**src/rtl/vpt_pkg.sv**
```systemverilog
package vpt_pkg;

    typedef enum logic [1:0] {
        SEQ_IDLE,
        SEQ_ACK_SET,
        SEQ_ACK_CLR,
        SEQ_EOI
    } seq_state_e;

    localparam logic [1:0] SEL_TPR  = 2'd0;
    localparam logic [1:0] SEL_CLS  = 2'd1;
    localparam logic [1:0] SEL_CTRL = 2'd2;
    localparam logic [1:0] SEL_EOI  = 2'd3;

    localparam int CTRL_EN_BIT   = 8;
    localparam int CTRL_DEOI_BIT = 12;

endpackage

```
**src/rtl/vpt_find_hi.sv**
```systemverilog
module vpt_find_hi #(
    parameter int NVEC   = 256,
    parameter int WORD_W = 32,
    localparam int VEC_W  = $clog2(NVEC),
    localparam int NWORDS = NVEC / WORD_W,
    localparam int BIT_W  = $clog2(WORD_W),
    localparam int WRD_W  = VEC_W - BIT_W
) (
    input  logic [NVEC-1:0]  bits,
    output logic             found,
    output logic [VEC_W-1:0] index
);

    logic [NWORDS-1:0] word_any;
    logic [BIT_W-1:0]  word_pos [NWORDS];

    for (genvar w = 0; w < NWORDS; w++) begin : g_word
        logic [BIT_W-1:0] pos;
        always_comb begin
            pos = '0;
            for (int b = 0; b < WORD_W; b++) begin
                if (bits[w*WORD_W + b]) pos = BIT_W'(b);
            end
        end
        assign word_any[w] = |bits[w*WORD_W +: WORD_W];
        assign word_pos[w] = pos;
    end

    // higher words are visited last, so the topmost non-empty word wins
    always_comb begin
        found = 1'b0;
        index = '0;
        for (int w = 0; w < NWORDS; w++) begin
            if (word_any[w]) begin
                found = 1'b1;
                index = {WRD_W'(w), word_pos[w]};
            end
        end
    end

endmodule

```
**src/rtl/vpt_prio.sv**
```systemverilog
module vpt_prio #(
    parameter int VEC_W = 8,
    parameter int CLS_W = 4,
    localparam int LOW_W = VEC_W - CLS_W
) (
    input  logic [VEC_W-1:0] tpr,
    input  logic             isr_found,
    input  logic [CLS_W-1:0] isr_cls,
    input  logic             irr_found,
    input  logic [CLS_W-1:0] irr_cls,
    input  logic             enabled,
    input  logic             idle,
    output logic [VEC_W-1:0] ppr,
    output logic             present
);

    logic [CLS_W-1:0] svc_cls;
    logic [VEC_W-1:0] pend_floor;

    assign svc_cls    = isr_found ? isr_cls : '0;
    assign pend_floor = {irr_cls, {LOW_W{1'b0}}};

    always_comb begin
        if (tpr[VEC_W-1 -: CLS_W] >= svc_cls) ppr = tpr;
        else                                   ppr = {svc_cls, {LOW_W{1'b0}}};
    end

    assign present = enabled && idle && irr_found && (pend_floor > ppr);

endmodule

```
**src/rtl/vpt_seq.sv**
```systemverilog
module vpt_seq
    import vpt_pkg::*;
(
    input  logic       clk,
    input  logic       rst_n,
    input  logic       ack_req,
    input  logic       irq_present,
    input  logic       eoi_wr,
    output logic       cap_ack,
    output logic       set_isr,
    output logic       clr_irr,
    output logic       do_eoi,
    output logic       ack_grant,
    output seq_state_e state_o
);

    seq_state_e state, nxt;
    logic       eoi_hold;
    logic       eoi_due;

    assign eoi_due = eoi_wr || eoi_hold;

    // state register, plus the held end-of-interrupt request
    always_ff @(posedge clk) begin
        if (!rst_n) begin
            state    <= SEQ_IDLE;
            eoi_hold <= 1'b0;
        end else begin
            state <= nxt;
            if (state == SEQ_IDLE) eoi_hold <= 1'b0;
            else if (eoi_wr)       eoi_hold <= 1'b1;
        end
    end

    // next state and strobes
    always_comb begin
        nxt       = state;
        cap_ack   = 1'b0;
        set_isr   = 1'b0;
        clr_irr   = 1'b0;
        do_eoi    = 1'b0;
        ack_grant = 1'b0;
        unique case (state)
            SEQ_IDLE: begin
                if (eoi_due) begin
                    nxt = SEQ_EOI;
                end else if (ack_req && irq_present) begin
                    nxt     = SEQ_ACK_SET;
                    cap_ack = 1'b1;
                end
            end
            SEQ_ACK_SET: begin
                set_isr = 1'b1;
                nxt     = SEQ_ACK_CLR;
            end
            SEQ_ACK_CLR: begin
                clr_irr   = 1'b1;
                ack_grant = 1'b1;
                nxt       = SEQ_IDLE;
            end
            SEQ_EOI: begin
                do_eoi = 1'b1;
                nxt    = SEQ_IDLE;
            end
        endcase
    end

    assign state_o = state;

endmodule

```
**src/rtl/vpt_tracker.sv**
```systemverilog
module vpt_tracker
    import vpt_pkg::*;
#(
    parameter int NVEC    = 256,
    parameter int WORD_W  = 32,
    parameter int CLS_W   = 4,
    parameter int MIN_VEC = 16,
    parameter int DATA_W  = 32,
    localparam int VEC_W  = $clog2(NVEC),
    localparam int LOW_W  = VEC_W - CLS_W
) (
    input  logic              clk,
    input  logic              rst_n,
    input  logic              hw_en,
    input  logic              req_valid,
    input  logic [VEC_W-1:0]  req_vector,
    input  logic              req_level,
    output logic              req_taken,
    output logic              req_dup,
    input  logic              reg_wr,
    input  logic [1:0]        reg_sel,
    input  logic [DATA_W-1:0] reg_wdata,
    output logic [VEC_W-1:0]  tpr_q,
    output logic [VEC_W-1:0]  ppr_q,
    output logic              irq_present,
    output logic [VEC_W-1:0]  irq_vector,
    input  logic              ack_req,
    output logic              ack_grant,
    output logic [VEC_W-1:0]  ack_vector,
    output logic              eoi_valid,
    output logic [VEC_W-1:0]  eoi_vector,
    output logic              eoi_level
);

    logic [NVEC-1:0]  irr_q, isr_q, tmr_q;
    logic [VEC_W-1:0] tpr;
    logic             sw_en, deoi_q;
    logic [VEC_W-1:0] cur_vec;

    logic             irr_found, isr_found;
    logic [VEC_W-1:0] irr_hi, isr_hi;
    logic             present;
    logic [VEC_W-1:0] ppr;

    logic             cap_ack, set_isr, clr_irr, do_eoi, grant;
    seq_state_e       seq_state;
    logic             req_ok, eoi_wr, clr_same;
    logic             unused_wdata;

    assign unused_wdata = ^reg_wdata;

    assign eoi_wr   = reg_wr && (reg_sel == SEL_EOI);
    assign req_ok   = req_valid && hw_en && sw_en &&
                      (req_vector >= VEC_W'(MIN_VEC));
    assign clr_same = clr_irr && (cur_vec == req_vector);

    vpt_find_hi #(.NVEC(NVEC), .WORD_W(WORD_W)) u_irr_find (
        .bits  (irr_q),
        .found (irr_found),
        .index (irr_hi)
    );

    vpt_find_hi #(.NVEC(NVEC), .WORD_W(WORD_W)) u_isr_find (
        .bits  (isr_q),
        .found (isr_found),
        .index (isr_hi)
    );

    vpt_prio #(.VEC_W(VEC_W), .CLS_W(CLS_W)) u_prio (
        .tpr       (tpr),
        .isr_found (isr_found),
        .isr_cls   (isr_hi[VEC_W-1 -: CLS_W]),
        .irr_found (irr_found),
        .irr_cls   (irr_hi[VEC_W-1 -: CLS_W]),
        .enabled   (hw_en && sw_en),
        .idle      (seq_state == SEQ_IDLE),
        .ppr       (ppr),
        .present   (present)
    );

    vpt_seq u_seq (
        .clk         (clk),
        .rst_n       (rst_n),
        .ack_req     (ack_req),
        .irq_present (present),
        .eoi_wr      (eoi_wr),
        .cap_ack     (cap_ack),
        .set_isr     (set_isr),
        .clr_irr     (clr_irr),
        .do_eoi      (do_eoi),
        .ack_grant   (grant),
        .state_o     (seq_state)
    );

    always_ff @(posedge clk) begin
        if (!rst_n) begin
            irr_q      <= '0;
            isr_q      <= '0;
            tmr_q      <= '0;
            tpr        <= '0;
            sw_en      <= 1'b0;
            deoi_q     <= 1'b0;
            cur_vec    <= '0;
            req_taken  <= 1'b0;
            req_dup    <= 1'b0;
            eoi_valid  <= 1'b0;
            eoi_vector <= '0;
            eoi_level  <= 1'b0;
        end else begin
            req_taken <= 1'b0;
            req_dup   <= 1'b0;
            eoi_valid <= 1'b0;

            if (reg_wr) begin
                case (reg_sel)
                    SEL_TPR:  tpr <= reg_wdata[VEC_W-1:0];
                    SEL_CLS:  tpr <= {reg_wdata[CLS_W-1:0], {LOW_W{1'b0}}};
                    SEL_CTRL: begin
                        sw_en  <= reg_wdata[CTRL_EN_BIT];
                        deoi_q <= reg_wdata[CTRL_DEOI_BIT];
                    end
                    default: ;
                endcase
            end

            if (cap_ack) cur_vec <= irr_hi;
            if (set_isr) isr_q[cur_vec] <= 1'b1;
            if (clr_irr) irr_q[cur_vec] <= 1'b0;

            if (do_eoi && isr_found) begin
                isr_q[isr_hi] <= 1'b0;
                tmr_q[isr_hi] <= 1'b0;
                eoi_valid     <= !deoi_q;
                eoi_vector    <= isr_hi;
                eoi_level     <= tmr_q[isr_hi];
            end

            // a new request is written last so it wins over any clear
            if (req_ok) begin
                tmr_q[req_vector] <= req_level;
                irr_q[req_vector] <= 1'b1;
                req_taken <= !irr_q[req_vector] || clr_same;
                req_dup   <= irr_q[req_vector] && !clr_same;
            end
        end
    end

    assign tpr_q       = tpr;
    assign ppr_q       = ppr;
    assign irq_present = present;
    assign irq_vector  = irr_found ? irr_hi : '0;
    assign ack_grant   = grant;
    assign ack_vector  = cur_vec;

endmodule

```
**config.mk**
```make
export PLATFORM = sky130hd
export DESIGN_NAME = vpt_tracker
export DESIGN_NICKNAME = d
export VERILOG_FILES = /design/src/rtl/vpt_pkg.sv /design/src/rtl/vpt_find_hi.sv /design/src/rtl/vpt_prio.sv /design/src/rtl/vpt_seq.sv /design/src/rtl/vpt_tracker.sv
export SDC_FILE = /design/constraint.sdc
export NUM_CORES = 2
export LEC_CHECK = 0
export ABC_AREA = 0
export ABC_CLOCK_PERIOD_IN_PS = 6300
export BUFFER_PORTS_ARGS = -buffer_cell sky130_fd_sc_hd__buf_2
export CAP_MARGIN = 40
export CORE_UTILIZATION = 30
export CTS_CLUSTER_DIAMETER = 80
export CTS_CLUSTER_SIZE = 14
export DETAILED_ROUTE_END_ITERATION = 8
export SETUP_SLACK_MARGIN = 0.3
export SYNTH_ARGS = -nofsm -noshare
export SYNTH_HDL_FRONTEND = slang
export SYNTH_HIERARCHICAL = 1
export SYNTH_SLANG_ARGS = --single-unit
export TNS_END_PERCENT = 30
```
**constraint.sdc**
```tcl
create_clock -name clk -period 6.3 [get_ports clk]
set_clock_uncertainty 0.05 [all_clocks]
set_input_delay 0 -clock clk [delete_from_list [all_inputs] [get_ports clk]]
set_output_delay 0 -clock clk [all_outputs]
set_load 0.02 [all_outputs]
```
== After elaboration in Yosys (flattened, before gate mapping) ==
Cells that the tools add are included.

* Output and inout bits: 46
* Input port bits: 49
* Register bits after elaboration: 801

* Equal/unequal tests: 8
* Multiplexer cells: 561
* Reductions and logical operators: 45
* Magnitude comparators: 9
* Bitwise operators: 8

{| class="wikitable"
|+ Operator list
! operator !! number
|-
| 256-bit two-way mux || 9
|-
| 5-bit two-way mux || 258
|-
| 256-bit AND || 3
|-
| 4-bit two-way mux || 129
|-
| 256-bit inverter || 2
|-
| 256-bit bitwise OR || 2
|-
| 32-bit OR reduction || 16
|-
| 256-bit bitwise mux || 1
|-
| 3-bit two-way mux || 64
|-
| 8-bit two-way mux || 10
|-
| 2-bit two-way mux || 34
|-
| 1-bit two-way mux || 43
|-
| 7-bit two-way mux || 4
|-
| 8-bit by 9-bit < comparator with 1-bit output (second input constant) || 3
|-
| 1-bit demux with 8-bit select || 3
|-
| 8-bit by 1-bit >= comparator with 1-bit output (second input constant) || 3
|-
| 1-bit binary-select mux with 8-bit select || 2
|-
| 8-bit one-hot mux with 2 select lines || 1
|-
| 1-bit logical AND || 15
|-
| 6-bit two-way mux || 2
|-
| 2-bit equality test (second input constant) || 4
|-
| 8-bit equality test || 1
|-
| 8-bit by 5-bit >= comparator with 1-bit output (second input constant) || 1
|-
| 8-bit > comparator || 1
|-
| 11 further kinds || 20
|}

== Depth between registers and ports, before layout ==
* Depth in word-level cells: 49
* Mapped depth: 23
* Depth with buffers taken out: 22

== Hierarchy ==
Netlist, hierarchy kept.

{| class="wikitable"
|+ By module, submodules not included
! module !! cells each !! times used !! area an instance (sq um)
|-
| vpt_tracker || 4026 || 1 || 36202.2
|-
| vpt_find_hi || 540 || 2 || 3101.7
|-
| vpt_prio || 44 || 1 || 312.8
|-
| vpt_seq || 14 || 1 || 138.9
|}

== Least setup slack after synthesis ==
No wires, ideal clock.

* Kind: reg-to-reg
* From: register isr_q[237]
* To: register cur_vec[0] (netlist: ack_vector[0])
* Setup time: 116 ps
* Stages on the path, launching flop included: 23
* Path buffers: 2
* Path slack: 1007 ps
* Arrival time: 5127 ps
* Cell sequence: dfxtp_1 nor4_2 nand2_1 or3_4 or2_4 or3_4 or3_1 nand2_1 inv_1 ha_1 nor3b_2 o21ai_4 buf_6 o21a_1 ha_1 a21oi_1 o21ai_0 nand4_1 nor2_1 and3_1 clkbuf_1 mux2i_1 nor2b_1

* Cells in the longest elaborated chain, start to end: 11

{| class="wikitable"
|+ Ends and longest elaborated chain
! element !! RTL line !! source
|-
| from (decl) || vpt_tracker.sv:35 || <nowiki>logic [NVEC-1:0] irr_q, isr_q, tmr_q;</nowiki>
|-
| from (signal assigned) || vpt_tracker.sv:98 || <nowiki>isr_q <= '0;</nowiki>
|-
| from (signal, indexed assignment) || vpt_tracker.sv:127 || <nowiki>if (set_isr) isr_q[cur_vec] <= 1'b1;</nowiki>
|-
| from (signal, indexed assignment) || vpt_tracker.sv:131 || <nowiki>isr_q[isr_hi] <= 1'b0;</nowiki>
|-
| 32-bit OR reduction * || vpt_find_hi.sv:25 || <nowiki>assign word_any[w] = |bits[w*WORD_W +: WORD_W];</nowiki>
|-
| 8-bit two-way mux * || vpt_find_hi.sv:34 || <nowiki>if (word_any[w]) begin</nowiki>
|-
| net isr_hi[7] || vpt_tracker.sv:41 || <nowiki>logic [VEC_W-1:0] irr_hi, isr_hi;</nowiki>
|-
| 4-bit two-way mux * || vpt_prio.sv:20 || <nowiki>assign svc_cls = isr_found ? isr_cls : '0;</nowiki>
|-
| 4-bit >= comparator || vpt_prio.sv:24 || <nowiki>if (tpr[VEC_W-1 -: CLS_W] >= svc_cls) ppr = tpr;</nowiki>
|-
| 8-bit two-way mux * || vpt_prio.sv:24 ||
|-
| 8-bit > comparator * || vpt_prio.sv:28 || <nowiki>assign present = enabled && idle && irr_found && (pend_floor > ppr);</nowiki>
|-
| 1-bit logical AND * || vpt_prio.sv:28 ||
|-
| net irq_present || vpt_tracker.sv:25 || <nowiki>output logic irq_present,</nowiki>
|-
| 1-bit logical AND * || vpt_seq.sv:47 || <nowiki>end else if (ack_req && irq_present) begin</nowiki>
|-
| 1-bit two-way mux * || vpt_seq.sv:47 ||
|-
| 1-bit two-way mux * || vpt_seq.sv:45 || <nowiki>if (eoi_due) begin</nowiki>
|-
| 1-bit two-way mux * || vpt_seq.sv:43 || <nowiki>unique case (state)</nowiki>
|-
| net cap_ack || vpt_tracker.sv:45 || <nowiki>logic cap_ack, set_isr, clr_irr, do_eoi, grant;</nowiki>
|-
| to (signal assigned) || vpt_tracker.sv:126 || <nowiki>if (cap_ack) cur_vec <= irr_hi;</nowiki>
|-
| to (decl) || vpt_tracker.sv:38 || <nowiki>logic [VEC_W-1:0] cur_vec;</nowiki>
|}

Mark *: on every way through the listed nets, which the timed path passes. The rest lies on a longest branch.
A chain may end at the register's enable or synchronous reset.

== Final worst setup path ==
* From: register isr_q[127]
* To: register u_seq.state[0] (netlist: u_seq/state_o[0])

* Cells in the longest elaborated chain, start to end: 13

{| class="wikitable"
|+ Ends and longest elaborated chain
! element !! RTL line !! source
|-
| 32-bit OR reduction / 5-bit two-way mux (equally long branches) || vpt_find_hi.sv:25, vpt_find_hi.sv:22 ||
|-
| 7-bit two-way mux * || vpt_find_hi.sv:34 ||
|-
| 8-bit two-way mux * (4 in series) || vpt_find_hi.sv:34 ||
|-
| net isr_hi[4] || vpt_tracker.sv:41 ||
|-
| 4-bit two-way mux * || vpt_prio.sv:20 ||
|-
| 4-bit >= comparator || vpt_prio.sv:24 ||
|-
| 8-bit two-way mux * || vpt_prio.sv:24 ||
|-
| 8-bit > comparator * || vpt_prio.sv:28 ||
|-
| 1-bit logical AND * || vpt_prio.sv:28 ||
|-
| 1-bit logical AND * || vpt_seq.sv:47 ||
|-
| 3-bit by 1-bit inequality test with 1-bit output (no line) * || n/a ||
|-
| to (signal assigned) || vpt_seq.sv:29 || <nowiki>state <= nxt;</nowiki>
|-
| to (decl) || vpt_seq.sv:17 || <nowiki>seq_state_e state, nxt;</nowiki>
|}

Marked as above.

==> results.json <==
{
  "status": "complete, no violations",
  "leakagePower_nw": 15.3,
  "arrival_ns": 6.47,
  "hp-class": "in2reg",
  "core-area_sq_um": 142000,
  "nets": 5222,
  "slowest_delay_ns": 0.57,
  "die_x_microns": 380,
  "worst-path-max-fanout": 17,
  "wirelength_mm": 206,
  "comb_power_share_pct": 4.6,
  "synth_edf_count": 0,
  "drtPass1Iterations": 8,
  "grt_start_max_net_pins": 273,
  "root_buffer": "clkbuf_16",
  "cts_sinks": 801,
  "viasPerCell": 6.24,
  "hold_violations": 0,
  "tns_ns": 0,
  "routabilityCongestion": 0.984,
  "num_rows": 138,
  "cp.required_ns": 6.82,
  "post_cts_buffers": 0,
  "clkPwrFrac_pct": 42.7,
  "seqPwrFrac_pct": 52.7,
  "p_int_mw": 7.25,
  "setup_violations": 0,
  "clock_latency_ns": 0.68,
  "dieArea_sq_um": 144000,
  "path_cells": "nor4_1 > nand4_1 > nor2_1 > a21oi_1 > o21ai_0 > buf_4 > a221o_1 > nand2_1 > inv_1 > ha_1 > nor3b_2 > o21ai_4 > o21a_1 > ha_1 > a21oi_1 > o21ai_0 > nand4_1 > nor2_1 > a211oi_1 > dlygate4sd3_1 > nor4b_1",
  "grt_pass1_vias": 39600,
  "period_share_pct": 94.4,
  "crit_slowest_cell": "dlygate4sd3_1",
  "initial_utilization_pct": 30.3,
  "fmax_mhz": 168,
  "synth_cells": 5164,
  "grt_pass1_wl_mm": 291,
  "postRouteAntennaNets": 0,
  "numCtsBuffers": 68,
  "synth_warnings": 6,
  "synth_top_flop_cell": "dfxtp_1",
  "critPathLaunchType": "register",
  "initialDrtViolationCount": 7657,
  "avgSynthCellArea_sq_um": 8.30,
  "power_density_nw_per_um2": 197,
  "ios": 95,
  "antenna_found_initial": 8,
  "maxSlewViolCount": 0,
  "max-slew-margin-rel_pct": 10.6,
  "fillCellCount": 14700,
  "cp_num_buf_inv": 3,
  "final_common_cell": "dfxtp_1",
  "ys_ff_latch": 801,
  "stdcell_area_sq_um": 48800,
  "ys_async_sr_fraction_pct": 0,
  "tritoncts": "done",
  "drc": 0,
  "place_area_sq_um": 46400,
  "syn-num-nets": 5221,
  "grt-ovfl-total": 0,
  "hold_ws_ns": 0.0749,
  "ys_seq_area_share_pct": 37.4,
  "wl_per_cell_microns": 29.1,
  "peakVddDrop_v": 0.000148,
  "cts_max_path_buffers": 3,
  "path_clk_slew_ns": 0.07,
  "num_vias": 44200,
  "grtUsageTotal_pct": 27.3,
  "drive_gt1_share_pct": 11.6,
  "tightest_slew_ns": 1.34,
  "switchingPower_mw": 2.36,
  "synth_area_sq_um": 42900,
  "area_growth_syn_to_layout_pct": 13.8,
  "grt_setup_unrepaired": "yes",
  "max_cap_violations": 0,
  "worstSetupPathType": "reg2reg",
  "final_cell_mix": "801 x dfxtp_1, 478 x a21boi_0, 471 x nor2_1",
  "synth.distinct_cells": 77,
  "portBuffers": 72,
  "min_period_ns": 5.95,
  "dp_hpwl_mm": 143,
  "critPathCaptureType": "register",
  "die_h_microns": 380,
  "finalPower_mw": 9.61,
  "cts_max_level": 3,
  "crit_family": "simple AND/OR/NAND/NOR gates",
  "switching_share_pct": 24.5
}
synth_stat cells (all sizes together), types with 30 or more instances:
library cell  number  area (sq um)
o31ai             36           270
a211oi            30           225
o21ai            356          1790
nand4             33           206
buf               51           280
mux2i             41           410
or4               37           278
nor3b            249          1870
nor2             513          1930
nor4             160          1040
nand2            392          1470
nand3            271          1360
dfxtp            801         16000
a21oi            363          1820
nand2b            43           269
mux4             127          2860
nand3b           215          1610
inv              113           424
o211ai            44           330
nor2b             67           419
a21boi           492          3690
clkbuf           344          1290
nor3             102           515
cell families after synthesis:
logic type / count (synthesis) / synth area share (%)
AND/OR/NAND/NOR: 2135 / 26.6
AO/OA/AOI/OAI: 1522 / 22.9
flip-flops: 801 / 37.4
buffers and inverters: 508 / 4.66
multiplexers: 182 / 8.00
XOR/XNOR: 8 / 0.163
adder cells (fa/ha/maj): 8 / 0.234
metrics by stage:
stage,setup WS [ns],std cells,util (%)
4_1_cts,0.540,7069,34.4
5_1_grt,0.190,7070,34.4
2_1_floorplan,1.01,5164,-
3_3_place_gp,0.557,6908,32.3
3_5_place_dp,0.593,6940,32.8
6_report,0.351,7076,34.4
worst register-to-register path, stage by stage, from the launching register on:
cell	delay (ns)
dfxtp_1	0.39
nor4_1	0.50
nand4_1	0.39
nor2_1	0.49
a21oi_1	0.18
o21ai_0	0.37
buf_4	0.21
a221o_1	0.38
nand2_1	0.17
inv_1	0.10
ha_1	0.23
nor3b_2	0.25
o21ai_4	0.17
o21a_1	0.22
ha_1	0.28
a21oi_1	0.07
o21ai_0	0.17
nand4_1	0.11
nor2_1	0.22
a211oi_1	0.11
dlygate4sd3_1	0.57
nor4b_1	0.22
power groups by stage:
stage | Combinational, mW | Clock, mW | Sequential (mW)
after floorplan | 0.258 | 0 | 5.19
after global placement | 0.396 | 0 | 5.19
after detailed placement | 0.404 | 0 | 5.19
after CTS | 0.425 | 4.12 | 5.07
after global routing | 0.450 | 4.31 | 5.07
final | 0.441 | 4.10 | 5.07
area by class of cell:
type | instances | area, sq um | share of cell area, %
Inverter | 113 | 424 | 0.870
Multi-Input combinational cell | 3855 | 25100 | 51.6
Sequential cell | 801 | 16000 | 32.9
Clock inverter | 8 | 72.6 | 0.149
Timing Repair Buffer | 326 | 2900 | 5.95
Clock buffer | 77 | 1810 | 3.71
Tap cell | 1890 | 2360 | 4.85
Antenna cell | 6 | 15.0 | 0.0308
flip-flops by register name (all words and copies together) (netlist names), 2 cells and up:
name	flops
ack_vector	8
isr_q	256
irr_q	256
tmr_q	256
tpr_q	8
eoi_vector	8
u_seq/state_o	2
final timing paths:
path,endpoint,cells past startpoint,slack (ns),from
hold / removal,req_taken$_SDFF_PN0_,5,0.07,req_vector[7]
setup reg to reg,u_seq/state_o[0]$_SDFFE_PN0P_,21,0.35,isr_q[127]$_SDFF_PN0_
hold reg to reg,tmr_q[14]$_SDFF_PN0_,2,0.38,tmr_q[14]$_SDFF_PN0_
setup / recovery,u_seq/state_o[0]$_SDFFE_PN0P_,21,0.35,isr_q[127]$_SDFF_PN0_
timing repair:
action / in CTS / in global routing
hold endpoints to repair: 159 / 0
resized for setup: 0 / 1
hold buffers: 44 / 0
setup endpoints to repair: 0 / 9
layer usage:
metal,track usage [%],wire [microns],vias up
li1,-,-,19000
met1,37.4,82800,21300
met2,38.3,82600,3198
met3,7.69,27600,631
met4,15.2,12900,4
met5,0,39,-
No activity file was read; power rests on OpenSTA's default activity.
